==> src/rtl/xlat_cache.sv <==
module xlat_cache #(
  parameter int ENTRIES = 8,
  parameter int VA_W    = 32,
  parameter int PG_BITS = 12,
  parameter int PPN_W   = 20,
  localparam int VPN_W  = VA_W - PG_BITS,
  localparam int IDX_W  = (ENTRIES > 1) ? $clog2(ENTRIES) : 1,
  localparam int PA_W   = PPN_W + PG_BITS
) (
  input  logic             clk,
  input  logic             rst_n,
  input  logic             flush,
  input  logic             lk_valid,
  input  logic [VA_W-1:0]  lk_vaddr,
  input  logic             lk_write,
  output logic             rsp_valid,
  output logic             rsp_hit,
  output logic             rsp_miss,
  output logic             rsp_fault,
  output logic [PA_W-1:0]  rsp_paddr,
  input  logic             fill_en,
  input  logic [VPN_W-1:0] fill_vpn,
  input  logic [PPN_W-1:0] fill_ppn,
  input  logic             fill_rd_ok,
  input  logic             fill_wr_ok,
  output logic             evict_valid,
  output logic [VPN_W-1:0] evict_vpn,
  output logic             evict_dirty
);

  logic [ENTRIES-1:0] e_vld, e_dty, e_rd, e_wr;
  logic [VPN_W-1:0]   e_vpn [ENTRIES];
  logic [PPN_W-1:0]   e_ppn [ENTRIES];
  logic [IDX_W-1:0]   e_age [ENTRIES];

  logic [ENTRIES-1:0] lk_match, fl_match, old_vec;
  wire  [VPN_W-1:0]   lk_vpn = lk_vaddr[VA_W-1:PG_BITS];

  for (genvar g = 0; g < ENTRIES; g++) begin : g_cmp
    assign lk_match[g] = e_vld[g] && (e_vpn[g] == lk_vpn);
    assign fl_match[g] = e_vld[g] && (e_vpn[g] == fill_vpn);
    assign old_vec[g]  = (e_age[g] == IDX_W'(ENTRIES - 1));
  end

  function automatic logic [IDX_W-1:0] lowest(input logic [ENTRIES-1:0] v);
    lowest = '0;
    for (int i = ENTRIES - 1; i >= 0; i--)
      if (v[i]) lowest = IDX_W'(i);
  endfunction

  wire             lk_hit  = |lk_match;
  wire [IDX_W-1:0] lk_idx  = lowest(lk_match);
  wire             lk_ok   = lk_write ? e_wr[lk_idx] : e_rd[lk_idx];
  wire             acc_go  = lk_valid && !flush && lk_hit && lk_ok;
  wire             acc_bad = lk_valid && !flush && lk_hit && !lk_ok;

  wire             fill_go  = fill_en && !flush;
  wire             same_pg  = |fl_match;
  wire [IDX_W-1:0] vic_idx  = same_pg ? lowest(fl_match)
                            : (~e_vld != '0) ? lowest(~e_vld)
                            : lowest(old_vec);
  wire             displace = fill_go && !same_pg && e_vld[vic_idx];

  wire             touch_en  = fill_go || acc_go;
  wire [IDX_W-1:0] touch_idx = fill_go ? vic_idx : lk_idx;

  always_ff @(posedge clk) begin
    if (!rst_n) begin
      e_vld <= '0;
      e_dty <= '0;
      e_rd  <= '0;
      e_wr  <= '0;
      for (int i = 0; i < ENTRIES; i++) begin
        e_vpn[i] <= '0;
        e_ppn[i] <= '0;
        e_age[i] <= IDX_W'(i);
      end
      rsp_valid   <= 1'b0;
      rsp_hit     <= 1'b0;
      rsp_miss    <= 1'b0;
      rsp_fault   <= 1'b0;
      rsp_paddr   <= '0;
      evict_valid <= 1'b0;
      evict_vpn   <= '0;
      evict_dirty <= 1'b0;
    end else begin
      if (touch_en)
        for (int i = 0; i < ENTRIES; i++)
          if (IDX_W'(i) == touch_idx)             e_age[i] <= '0;
          else if (e_age[i] < e_age[touch_idx])  e_age[i] <= e_age[i] + 1'b1;

      if (flush) e_vld <= '0;
      if (acc_go && lk_write) e_dty[lk_idx] <= 1'b1;
      if (fill_go) begin
        e_vld[vic_idx] <= 1'b1;
        e_dty[vic_idx] <= 1'b0;
        e_rd[vic_idx]  <= fill_rd_ok;
        e_wr[vic_idx]  <= fill_wr_ok;
        e_vpn[vic_idx] <= fill_vpn;
        e_ppn[vic_idx] <= fill_ppn;
      end

      rsp_valid <= lk_valid;
      rsp_hit   <= acc_go;
      rsp_fault <= acc_bad;
      rsp_miss  <= lk_valid && (flush || !lk_hit);
      rsp_paddr <= acc_go ? {e_ppn[lk_idx], lk_vaddr[PG_BITS-1:0]} : '0;

      evict_valid <= displace;
      evict_vpn   <= displace ? e_vpn[vic_idx] : '0;
      evict_dirty <= displace && e_dty[vic_idx];
    end
  end

endmodule


==> config.mk <==
export PLATFORM = sky130hd
export DESIGN_NAME = xlat_cache
export DESIGN_NICKNAME = d
export VERILOG_FILES = /design/src/rtl/xlat_cache.sv
export SDC_FILE = /design/constraint.sdc
export NUM_CORES = 1
export LEC_CHECK = 0
export BUFFER_PORTS_ARGS = -buffer_cell sky130_fd_sc_hd__buf_2
export CAP_MARGIN = 5
export CORE_MARGIN = 3
export CORE_UTILIZATION = 55
export CTS_BUF_LIST = sky130_fd_sc_hd__clkbuf_8
export DETAILED_ROUTE_END_ITERATION = 6
export PLACE_DENSITY_LB_ADDON = 0.05
export SYNTH_ARGS = -nofsm -noshare
export SYNTH_HDL_FRONTEND = slang
export SYNTH_SLANG_ARGS = --single-unit
export TNS_END_PERCENT = 10
==> constraint.sdc <==
create_clock -name clk -period 8.9 [get_ports clk]
set_clock_uncertainty 0.15 [all_clocks]
set_input_delay 0.89 -clock clk [delete_from_list [all_inputs] [get_ports clk]]
set_output_delay 0.89 -clock clk [all_outputs]
set_load 0.02 [all_outputs]
After elaboration in Yosys (flattened, before gate mapping) --
Memory sizes are Yosys's and may differ from the RTL's. A register that Yosys moved wholly into a read port is not among the register bits. Cells that the tools add are included.
Storage, ports and cells: bits in registers 70, RAM bits 344, logic and storage cells 284, memories kept 3
Memories:
- e_ppn | depth 8, bits a word 20, read ports 1, clocked after Yosys merged registers in 1, wr ports 8, RTL line 33 | logic [PPN_W-1:0] e_ppn [ENTRIES];
- e_vpn | depth 8, bits a word 20, read ports 9, clocked after Yosys merged registers in 1, wr ports 8, RTL line 32 | logic [VPN_W-1:0] e_vpn [ENTRIES];
- e_age | depth 8, bits a word 3, read ports 9, clocked after Yosys merged registers in 0, wr ports 8, RTL line 34 | logic [IDX_W-1:0] e_age [ENTRIES];
Cells by class: $add $sub $neg 8, magnitude comparators 12, eq/ne operators 31, mux-type cells 154, bitwise operators 21, reduce and logical (&&, ||, !) cells 44
Operator list (count):
- equality test 20 bit | 16
- 2-to-1 mux 3 bit | 53
- 2-to-1 mux 1 bit | 85
- 2-to-1 mux 8 bit | 6
- 2-to-1 mux 20 bit | 2
- OR reduction 20 bit | 2
- logical AND 1 bit | 28
- adder 3 x 1 -> 3 bit, second input constant | 8
- equality test 3 bit, second input constant | 8
- < comparator 3 bit | 8
- bitwise mux 8 bit | 2
- NOT 8 bit | 2
- OR 1 bit | 16
- OR 8 bit | 2
- OR reduction 8 bit | 2
- binary-select mux 1 bit (select 3 bit) | 4
- equality test 3 bit, first input constant | 4
- bitwise AND 8 bit | 1
- < comparator 3 x 4 -> 1 bit, second input constant | 2
- nonzero test 8 bit | 1
- demux 1 bit (select 3 bit) | 2
- equality test 2 x 3 -> 1 bit, first input constant | 2
- greater-or-equal comparator 3 x 1 -> 1 bit, second input constant | 2
- zero test 1 bit | 6
- 4 further kinds | 6

Depth between registers and ports, before layout --
Gate-level depths: netlist of the first run.
word-level depth 20, gate-level depth with buffers 21, gate-level depth less buffers 20

Worst setup path after synthesis of the first run --
OpenSTA, ideal clock, no wires.
path kind input to register, start in fill_vpn[0], end mem e_ppn[0][0] (enable), setup time 0.499 ns, arrival time 6.326 ns, path slack 1.925 ns, cell stages on the path 12, buffers on the path 3, cell sequence buf_2 xor2_1 or4_1 or4_1 a211oi_1 o21ai_0 a22oi_1 nor2_1 buf_2 buf_2 nand2b_1 o21ai_0
RTL lines:
- from (decl) | RTL line 22 | input logic [VPN_W-1:0] fill_vpn,
- to (decl) | RTL line 33

==> flow_summary.rst, run 1 <==
.. list-table::
   :header-rows: 1

   * - Metric
     - Value
   * - Clock latency on the worst-skew pair
     - 0.68 ns
   * - Overflow left after global routing
     - 0
   * - Series of cell instances along the critical path
     - buf_2 -> xor2_1 -> or4b_1 -> nor4_1 -> a22oi_1 -> nand2_2 -> o311ai_0 -> o22ai_2 -> buf_4 -> inv_2 -> nand2_1 -> and3_1 -> a31oi_1 -> a21oi_1 -> ha_1 -> o41a_1 -> nor4b_2 -> o31a_1 -> o21ai_0
   * - Antenna diode count
     - 0
   * - Power per cell area
     - 176 nW/um^2
   * - Floorplan die height
     - 214 um
   * - Hold-fix buffer count after cts
     - 0
   * - FFs w/ async S/R, synth
     - 0%
   * - I/O pin cnt
     - between 100 and 150
   * - Width of the die
     - 214 um
   * - Class of the tightest hold or removal check
     - input port to register
   * - Critical Path Fanout Max
     - 23
   * - EDFF count, synth
     - roughly 340
   * - IO Port Bufs
     - 137
   * - Mapped Cells
     - 2,144
   * - Area growth syn-to-layout
     - 11.4%
   * - Resize count post-CTS
     - 0
   * - Maximum number of pins on one net before global-route repair
     - 44
   * - Arrival time reported for the critical path endpoint
     - 6.64 ns
   * - Crit-path max cell delay
     - 0.77 ns
   * - Starting density of the core
     - 56.1%
   * - Post-Synthesis Mean Instance Area
     - 11.1 sq um
   * - Type of the worst setup path
     - input port to register
   * - Largest area contributor in the synthesized netlist
     - sky130_fd_sc_hd__edfxtp_1
   * - Total of endpoints with negative setup slack in the final report
     - 0
   * - Clock Tree Root
     - sky130_fd_sc_hd__clkbuf_8
   * - Clock tree from TritonCTS
     - built
   * - Total design power
     - 4660 uW
   * - Final slew viol count
     - 0
   * - Outcome
     - complete, no violations
   * - Total leakage power
     - 0.00998 uW
   * - CTS sink count
     - 434
   * - Slowest stage cell on the critical path
     - sky130_fd_sc_hd__nor4_1
   * - DR WL/cell
     - between 20 and 30 um
   * - Total Neg Setup Slack
     - 0 ns
   * - Required time of the worst setup path
     - 9.09 ns
   * - Top post-synthesis cells by area
     - sky130_fd_sc_hd__edfxtp_1, sky130_fd_sc_hd__and2_1, sky130_fd_sc_hd__dfxtp_1
   * - Cell count of the worst hold path
     - 2
   * - RSZ-0062 raised after global routing
     - false
   * - Clock transition at the registers of the reported paths
     - 0.06 ns
   * - Levels on crit path
     - 19
   * - Number of warnings reported in the yosys synthesis log
     - 0
   * - Dominant synthesized flop cell
     - sky130_fd_sc_hd__edfxtp_1
   * - DRC violations left
     - 0
   * - Antenna-violating nets left
     - 0
   * - Portion of synthesized cell area occupied by the leading cell type
     - 43.5%
   * - Number of global-route vias before repair
     - 17,800
   * - Worst-case register-to-register setup slack
     - 2.50 ns
   * - Kind of launch point of the worst setup path
     - input port
   * - CTS max path bufs
     - 3
   * - Peak VDD IR
     - 0.144 mV
   * - # Post-CTS Setup Buffers
     - 0
   * - Crit share post-route
     - 72.6%
   * - Detailed-route via count
     - 18,200
   * - Initial drt markers
     - 2,496
   * - Wire length of the first global-routing pass
     - 122,000 um
   * - Buf/Inv on CP
     - 3
   * - Measured slew at the worst slew-check pin
     - 1.16 ns
   * - Detailed Place HPWL
     - ~59,000 um
   * - Ratio of cells with drive above 1 in the final layout
     - 15.6%
   * - Core area
     - 42,300 sq um
   * - Slew headroom
     - approximately 22%
   * - Die footprint
     - roughly 46,000 sq um
   * - Achievable clock frequency
     - 155 MHz
   * - Depth of the worst register-to-register path
     - 19
   * - Post-synth net total
     - 2,248
   * - Critical Path End Type
     - register
   * - Sequential share of the synthesized area
     - 51.1%
   * - Tmin final
     - 6.46 ns
   * - Total CTS buffers
     - 75
   * - GR Util All Layers
     - 37.2%
   * - H-tree depth
     - 3
   * - Most frequent cell after synthesis
     - sky130_fd_sc_hd__and2_1
   * - Netlist Area Pre-Place
     - 23,700 sq um
   * - Final Wtd Congestion
     - 1.03
   * - Vias per inst
     - 6.34
   * - Yosys reg bits
     - 434
   * - Ranking of synthesized cells by instance count
     - sky130_fd_sc_hd__and2_1, sky130_fd_sc_hd__edfxtp_1, sky130_fd_sc_hd__xnor2_1
   * - Max-cap violations
     - 0
   * - Total length of routed wires
     - roughly 85,000 um
   * - Cell class contributing the biggest share of worst-path delay
     - compound AO/OA/AOI/OAI gates
   * - Post-layout net count
     - 2,344
   * - Count of cell types in the netlist
     - 92
   * - Antenna violations before repair
     - 1
   * - Final-report hold violation count
     - 0
   * - First-pass iteration count of the detailed router
     - 6
   * - Number of standard-cell rows in the floorplan
     - 75
==> layout by cell type (no fill, tap or decap), types with 8 or more instances in the layout <==
master                     instances
sky130_fd_sc_hd__and2_1          351
sky130_fd_sc_hd__edfxtp_1        344
sky130_fd_sc_hd__xnor2_1         202
sky130_fd_sc_hd__buf_2           137
sky130_fd_sc_hd__xor2_1          118
sky130_fd_sc_hd__dfxtp_1          90
sky130_fd_sc_hd__nand2_1          86
sky130_fd_sc_hd__clkbuf_8         84
sky130_fd_sc_hd__nor2_1           75
sky130_fd_sc_hd__a21oi_1          72
sky130_fd_sc_hd__nand4_1          60
sky130_fd_sc_hd__inv_1            55
sky130_fd_sc_hd__mux2i_1          44
sky130_fd_sc_hd__nor4_1           42
sky130_fd_sc_hd__nand3_1          41
sky130_fd_sc_hd__o21ai_0          38
sky130_fd_sc_hd__buf_4            37
sky130_fd_sc_hd__mux2_2           35
sky130_fd_sc_hd__a22o_1           31
sky130_fd_sc_hd__nor3_1           28
sky130_fd_sc_hd__a221oi_1         26
sky130_fd_sc_hd__ha_1             24
sky130_fd_sc_hd__a222oi_1         20
sky130_fd_sc_hd__a22oi_1          19
sky130_fd_sc_hd__and3_1           17
sky130_fd_sc_hd__a31oi_1          17
sky130_fd_sc_hd__a21o_1           14
sky130_fd_sc_hd__nor2b_1          12
sky130_fd_sc_hd__o21a_1           11
sky130_fd_sc_hd__nor3b_1           9
sky130_fd_sc_hd__nor2_4            9
sky130_fd_sc_hd__or4_1             8
==> path summary, 6_finish.rpt <==
check	to	start
worst max-delay path	e_age[6][2]$_SDFFCE_PN1P_	fill_vpn[1]
worst min-delay path	rsp_paddr[4]$_SDFF_PN0_	lk_vaddr[4]
worst max register to register	e_age[6][2]$_SDFFCE_PN1P_	e_vpn[3][17]$_SDFFCE_PN0P_
worst min register to register	e_dty[7]$_SDFF_PN0_	e_dty[7]$_SDFF_PN0_
==> sequential cells by signal, summed over array words and instances, names as in the netlist <==
signal and count:
e_ppn 160, e_vpn 160, rsp_paddr 32, e_age 24, evict_vpn 20, e_dty 8
e_rd 8, e_vld 8, e_wr 8, evict_dirty 1, evict_valid 1, rsp_fault 1
rsp_hit 1, rsp_miss 1, rsp_valid 1
==> report_power, final <==
part           total, uW  switching (uW)  internal, uW
Clock               1890             844          1050
Sequential          2330            76.2          2250
Combinational        439             286           153
Total               4660            1210          3450
==> final cells by class <==
| class | count | area, sq um |
|---|---|---|
| fillers | 3418 | 15900 |
| inverters | 28 | 105 |
| well taps | 577 | 722 |
| flip-flops and latches | 434 | 12100 |
| repair buffers | 174 | 963 |
| clock buffers | 84 | 1160 |
| multi-input cells | 1527 | 11000 |
| clock inverters | 55 | 413 |
==> metal layers <==
metal  global-route usage (%)  wire length, um  part of all wire (%)  vias to the layer above
met2                     57.6            38400                    45                     1153
met3                     7.78             8660                    10                      202
met1                     51.3            33700                    40                     8950
li1                         -                -                     -                     7940
met4                     15.5             3760                   4.4                        0
met5                        0                0                     0                        -
==> stage by stage <==
step | area [sq um] | utilization, % | hold slack [ns] | worst slack (ns) | instances
after global placement | 24900 | 58.8 | 0.294 | 1.94 | 2740
after detailed placement | 24900 | 58.8 | 0.313 | 1.91 | 2740
after global routing | 26400 | 62.5 | 0.257 | 2.13 | 2879
final | 26400 | 62.5 | 0.286 | 2.44 | 2879
after floorplan | 23700 | - | 0.281 | 1.92 | 2144
after CTS | 26400 | 62.5 | 0.246 | 2.62 | 2879
==> kinds of logic (layout without fill, tap and decap cells) <==
| kind of cell | after synthesis | count (layout) | share of synthesized area, % |
|---|---|---|---|
| AOI/OAI and AO/OA | 314 | 314 | 9.51 |
| xor gates and xnor gates | 320 | 320 | 11.8 |
| adders and majority gates | 27 | 27 | 1.39 |
| buffers and inverters | 183 | 341 | 3.31 |
| DFF | 434 | 434 | 51.1 |
| muxes | 82 | 82 | 3.72 |
| and+or+nand+nor | 784 | 784 | 19.1 |
No activity file was read; power rests on OpenSTA's default activity.
==> inputs of run 2 (changes only) <==
ABC_AREA = 1   (was unset)
clock period = 5.7 ns   (was 8.9 ns; I/O delays follow)
==> flow_summary.rst, run 2 <==
.. list-table::
   :header-rows: 1

   * - Metric
     - Value
   * - Outcome
     - finished with violations (was complete, no violations)
   * - Violated checks
     - DRC
   * - Share of the synthesized netlist area taken by xor and xnor gates
     - 3.16% (was 11.8%)
   * - Width of the die
     - 216 um (was 214 um)
   * - Type of the worst setup path
     - register to register (was input port to register)
   * - Final Wtd Congestion
     - 1.15 (was 1.03)
   * - Final worst setup slack
     - 0.708 ns (was 2.44 ns)
   * - Core area
     - 43,500 sq um (was 42,300 sq um)
   * - Combinational family with the most area after synthesis
     - simple AND/OR/NAND/NOR gates (unchanged)
   * - Final cell count without fillers
     - 3,693 (was 2,879)
   * - Final slew viol count
     - 0 (unchanged)
   * - Placed Cells
     - 3,544 (was 2,740)
   * - Mapped Cells
     - 2,887 (was 2,144)
   * - Clock transition at the registers of the reported paths
     - 0.07 ns (was 0.06 ns)
   * - Post-synth net total
     - 2,991 (was 2,248)
   * - Hold_ws
     - 0.136 ns (was 0.286 ns)
   * - Antenna-violating nets left
     - 0 (unchanged)
   * - Number of warnings reported in the yosys synthesis log
     - 0 (unchanged)
   * - DR WL/cell
     - 31.8 um (was 29.4 um)
   * - Initial drt markers
     - 4,440 (was 2,496)
   * - Achievable clock frequency
     - 200 MHz
   * - GR Util All Layers
     - 49.1% (was 37.2%)
   * - Simple-gate share of the synthesized area
     - 26.3% (was 19.1%)
   * - Slew headroom
     - 14.8% (was 22.1%)
   * - Number of global-route vias before repair
     - 23,600 (was 17,800)
   * - Class of the tightest hold or removal check
     - input port to register (unchanged)
   * - CTS sink count
     - 434 (unchanged)
   * - Adder-cell area share of the yosys netlist
     - 1.23% (was 1.39%)
   * - Critical Path Fanout Max
     - 10 (was 23)
   * - Floorplan die height
     - 216 um (was 214 um)
   * - IO Port Bufs
     - 137 (unchanged)
   * - Worst-case register-to-register setup slack
     - 0.71 ns (was 2.50 ns)
   * - Overflow left after global routing
     - 0 (unchanged)
   * - Die footprint
     - 46,900 sq um (was 45,700 sq um)
   * - Portion of synthesized cell area occupied by the leading cell type
     - 42.4% (was 43.5%)
   * - Post-layout net count
     - 3,151 (was 2,344)
   * - Clock Tree Root
     - sky130_fd_sc_hd__clkbuf_8 (unchanged)
   * - Most frequent cell after synthesis
     - sky130_fd_sc_hd__nor2_1 (was sky130_fd_sc_hd__and2_1)
   * - FFs w/ async S/R, synth
     - 0% (unchanged)
   * - DRC violations left
     - 5 (was 0)
   * - Final-report hold violation count
     - 0 (unchanged)
   * - RSZ-0062 raised after global routing
     - false (unchanged)
   * - Maximum number of pins on one net before global-route repair
     - 44 (unchanged)
   * - Starting density of the core
     - 56.1% (about the same)
   * - Required time of the worst setup path
     - 5.92 ns (was 9.09 ns)
   * - First-pass iteration count of the detailed router
     - 7 (was 6)
   * - Power per cell area
     - 279 nW/um^2 (was 176 nW/um^2)
   * - Arrival time reported for the critical path endpoint
     - 5.21 ns (was 6.64 ns)
   * - Measured slew at the worst slew-check pin
     - 1.28 ns (was 1.16 ns)
   * - Clock tree from TritonCTS
     - built (unchanged)
   * - Max-cap violations
     - 0 (unchanged)
   * - CTS max path bufs
     - 3 (unchanged)
   * - Sequential share of the synthesized area
     - 49.8% (was 51.1%)
   * - Peak VDD IR
     - 0.493 mV (was 0.144 mV)
   * - Resize count post-CTS
     - 0 (unchanged)
   * - Top post-synthesis cells by area
     - sky130_fd_sc_hd__edfxtp_1, sky130_fd_sc_hd__nor2_1, sky130_fd_sc_hd__nand2_1 (was sky130_fd_sc_hd__edfxtp_1, sky130_fd_sc_hd__and2_1, sky130_fd_sc_hd__dfxtp_1)
   * - Total Neg Setup Slack
     - 0 ns (unchanged)
   * - Tmin final
     - 4.99 ns
   * - Clock latency on the worst-skew pair
     - 0.70 ns (was 0.68 ns)
   * - Vias per inst
     - 6.72 (was 6.34)
   * - Mux contribution to synthesized area
     - 0% (was 3.72%)
   * - Count of cell types in the netlist
     - 60 (was 92)
   * - Kind of launch point of the worst setup path
     - register (was input port)
   * - I/O pin cnt
     - 138 (unchanged)
   * - Total length of routed wires
     - 117,000 um (was 84,500 um)
   * - Yosys reg bits
     - 434 (unchanged)
   * - Post-Place Worst Slack
     - 0.466 ns (was 1.91 ns)
   * - Area growth syn-to-layout
     - 12.2% (was 11.4%)
   * - Wire length of the first global-routing pass
     - 164,000 um (was 122,000 um)
   * - Antenna diode count
     - 0 (unchanged)
   * - Commonest cells after routing, fill and taps aside
     - sky130_fd_sc_hd__nor2_1, sky130_fd_sc_hd__nand2_1, sky130_fd_sc_hd__edfxtp_1, sky130_fd_sc_hd__inv_1, sky130_fd_sc_hd__buf_2 (was sky130_fd_sc_hd__and2_1, sky130_fd_sc_hd__edfxtp_1, sky130_fd_sc_hd__xnor2_1, sky130_fd_sc_hd__buf_2, sky130_fd_sc_hd__xor2_1)
   * - Antenna violations before repair
     - 3 (was 1)
   * - Detailed Place HPWL
     - 80,500 um (was 59,300 um)
   * - Dominant synthesized flop cell
     - sky130_fd_sc_hd__edfxtp_1 (unchanged)
   * - Number of standard-cell rows in the floorplan
     - 76 (was 75)
   * - Total CTS buffers
     - 73 (was 75)
   * - Ranking of synthesized cells by instance count
     - sky130_fd_sc_hd__nor2_1, sky130_fd_sc_hd__nand2_1, sky130_fd_sc_hd__edfxtp_1 (was sky130_fd_sc_hd__and2_1, sky130_fd_sc_hd__edfxtp_1, sky130_fd_sc_hd__xnor2_1)
   * - Ratio of cells with drive above 1 in the final layout
     - 14.4% (was 15.6%)
   * - Netlist Area Pre-Place
     - 24,400 sq um (was 23,700 sq um)
   * - Crit share post-route
     - 87.6%
   * - Total leakage power
     - 0.0118 uW (was 0.00998 uW)
   * - Most frequent standard cell in the layout excluding fill and tap cells
     - sky130_fd_sc_hd__nor2_1 (was sky130_fd_sc_hd__and2_1)
   * - Post-Synthesis Mean Instance Area
     - 8.44 sq um (was 11.1 sq um)
   * - EDFF count, synth
     - 344 (unchanged)
   * - Synthesized-area fraction occupied by ao, oa, aoi and oai cells
     - 11.1% (was 9.51%)
   * - Registers with the most flip-flops
     - e_ppn: 160 flops, e_vpn: 160 flops, rsp_paddr: 32 flops (unchanged)
   * - Core utilization of the finished layout
     - 62.9% (was 62.5%)
   * - Detailed-route via count
     - 24,800 (was 18,200)
   * - Largest area contributor in the synthesized netlist
     - sky130_fd_sc_hd__edfxtp_1 (unchanged)
   * - Total of endpoints with negative setup slack in the final report
     - 0 (unchanged)
   * - Critical Path End Type
     - register (unchanged)
   * - H-tree depth
     - 3 (unchanged)
run 2: worst max-delay path: stages, from the launching register on:
cell	delay, ns
sky130_fd_sc_hd__dfxtp_1	0.65
sky130_fd_sc_hd__inv_1	0.30
sky130_fd_sc_hd__nor4_1	0.76
sky130_fd_sc_hd__nand4_1	0.28
sky130_fd_sc_hd__o21ai_0	0.26
sky130_fd_sc_hd__nand3b_1	0.15
sky130_fd_sc_hd__nand2_2	0.14
sky130_fd_sc_hd__nand2_2	0.12
sky130_fd_sc_hd__nand2_4	0.12
sky130_fd_sc_hd__inv_4	0.11
sky130_fd_sc_hd__nor2_1	0.06
sky130_fd_sc_hd__inv_1	0.11
sky130_fd_sc_hd__o22ai_1	0.09
sky130_fd_sc_hd__nor3_1	0.19
sky130_fd_sc_hd__nor2_1	0.13
sky130_fd_sc_hd__buf_4	0.18
sky130_fd_sc_hd__ha_1	0.17
sky130_fd_sc_hd__or2_1	0.22
sky130_fd_sc_hd__a21oi_1	0.24
sky130_fd_sc_hd__nand2_2	0.12
sky130_fd_sc_hd__nand2_1	0.14
run 2: stage by stage:
stage	power, uW	area, sq um
final	7620	27300
after CTS	7520	27300
after floorplan	4210	24400
after detailed placement	4620	25700
after global routing	7760	27300
after global placement	4610	25700
run 2: routing by layer:
layer | global-route usage, % | share of wire, % | routed length, um
met5 | 0 | 0.022 | 26
met3 | 18.0 | 17 | 19400
met2 | 73.3 | 42 | 49400
met4 | 29.2 | 7.8 | 9220
met1 | 61.1 | 34 | 39400
run 2: what timing repair did:
action / CTS / global route
hold endpoints to repair: 13 / 0
hold buffers: 13 / 0
buffers inserted: 0 / 0
run 2: final timing paths:
path         cells after the start                 from                         end
max                             20  e_vld[2]$_SDFF_PN0_       e_age[5][2]$_DFFE_PP_
min                              3         fill_ppn[12]  e_ppn[0][12]$_SDFFCE_PN0P_
max reg2reg                     20  e_vld[2]$_SDFF_PN0_       e_age[5][2]$_DFFE_PP_
min reg2reg                      2  e_dty[6]$_SDFF_PN0_         e_dty[6]$_SDFF_PN0_
run 2: power by group:
part | switching (uW) | leakage [uW] | internal (uW)
combinational | 727 | 0.00667 | 265
clock | 1440 | 0.000871 | 1540
sequential | 121 | 0.00426 | 3530
total | 2290 | 0.0118 | 5330
run 2: layout make-up:
| type | instances | area, sq um |
|---|---|---|
| inverter | 326 | 1250 |
| clock inverter | 50 | 349 |
| fill | 3613 | 16100 |
| tap | 585 | 732 |
| clock buffer | 86 | 1180 |
| sequential | 434 | 12100 |
| multi-input combinational | 1997 | 10300 |
| timing repair buffer | 215 | 1370 |
run 2: cell families (layout without fill, tap and decap cells):
kind of cell,Yosys count,in the layout
AOI/OAI and AO/OA,402,402
DFF,434,434
xor gates and xnor gates,88,88
adders and majority gates,24,24
and+or+nand+nor,1483,1483
buffers and inverters,456,677
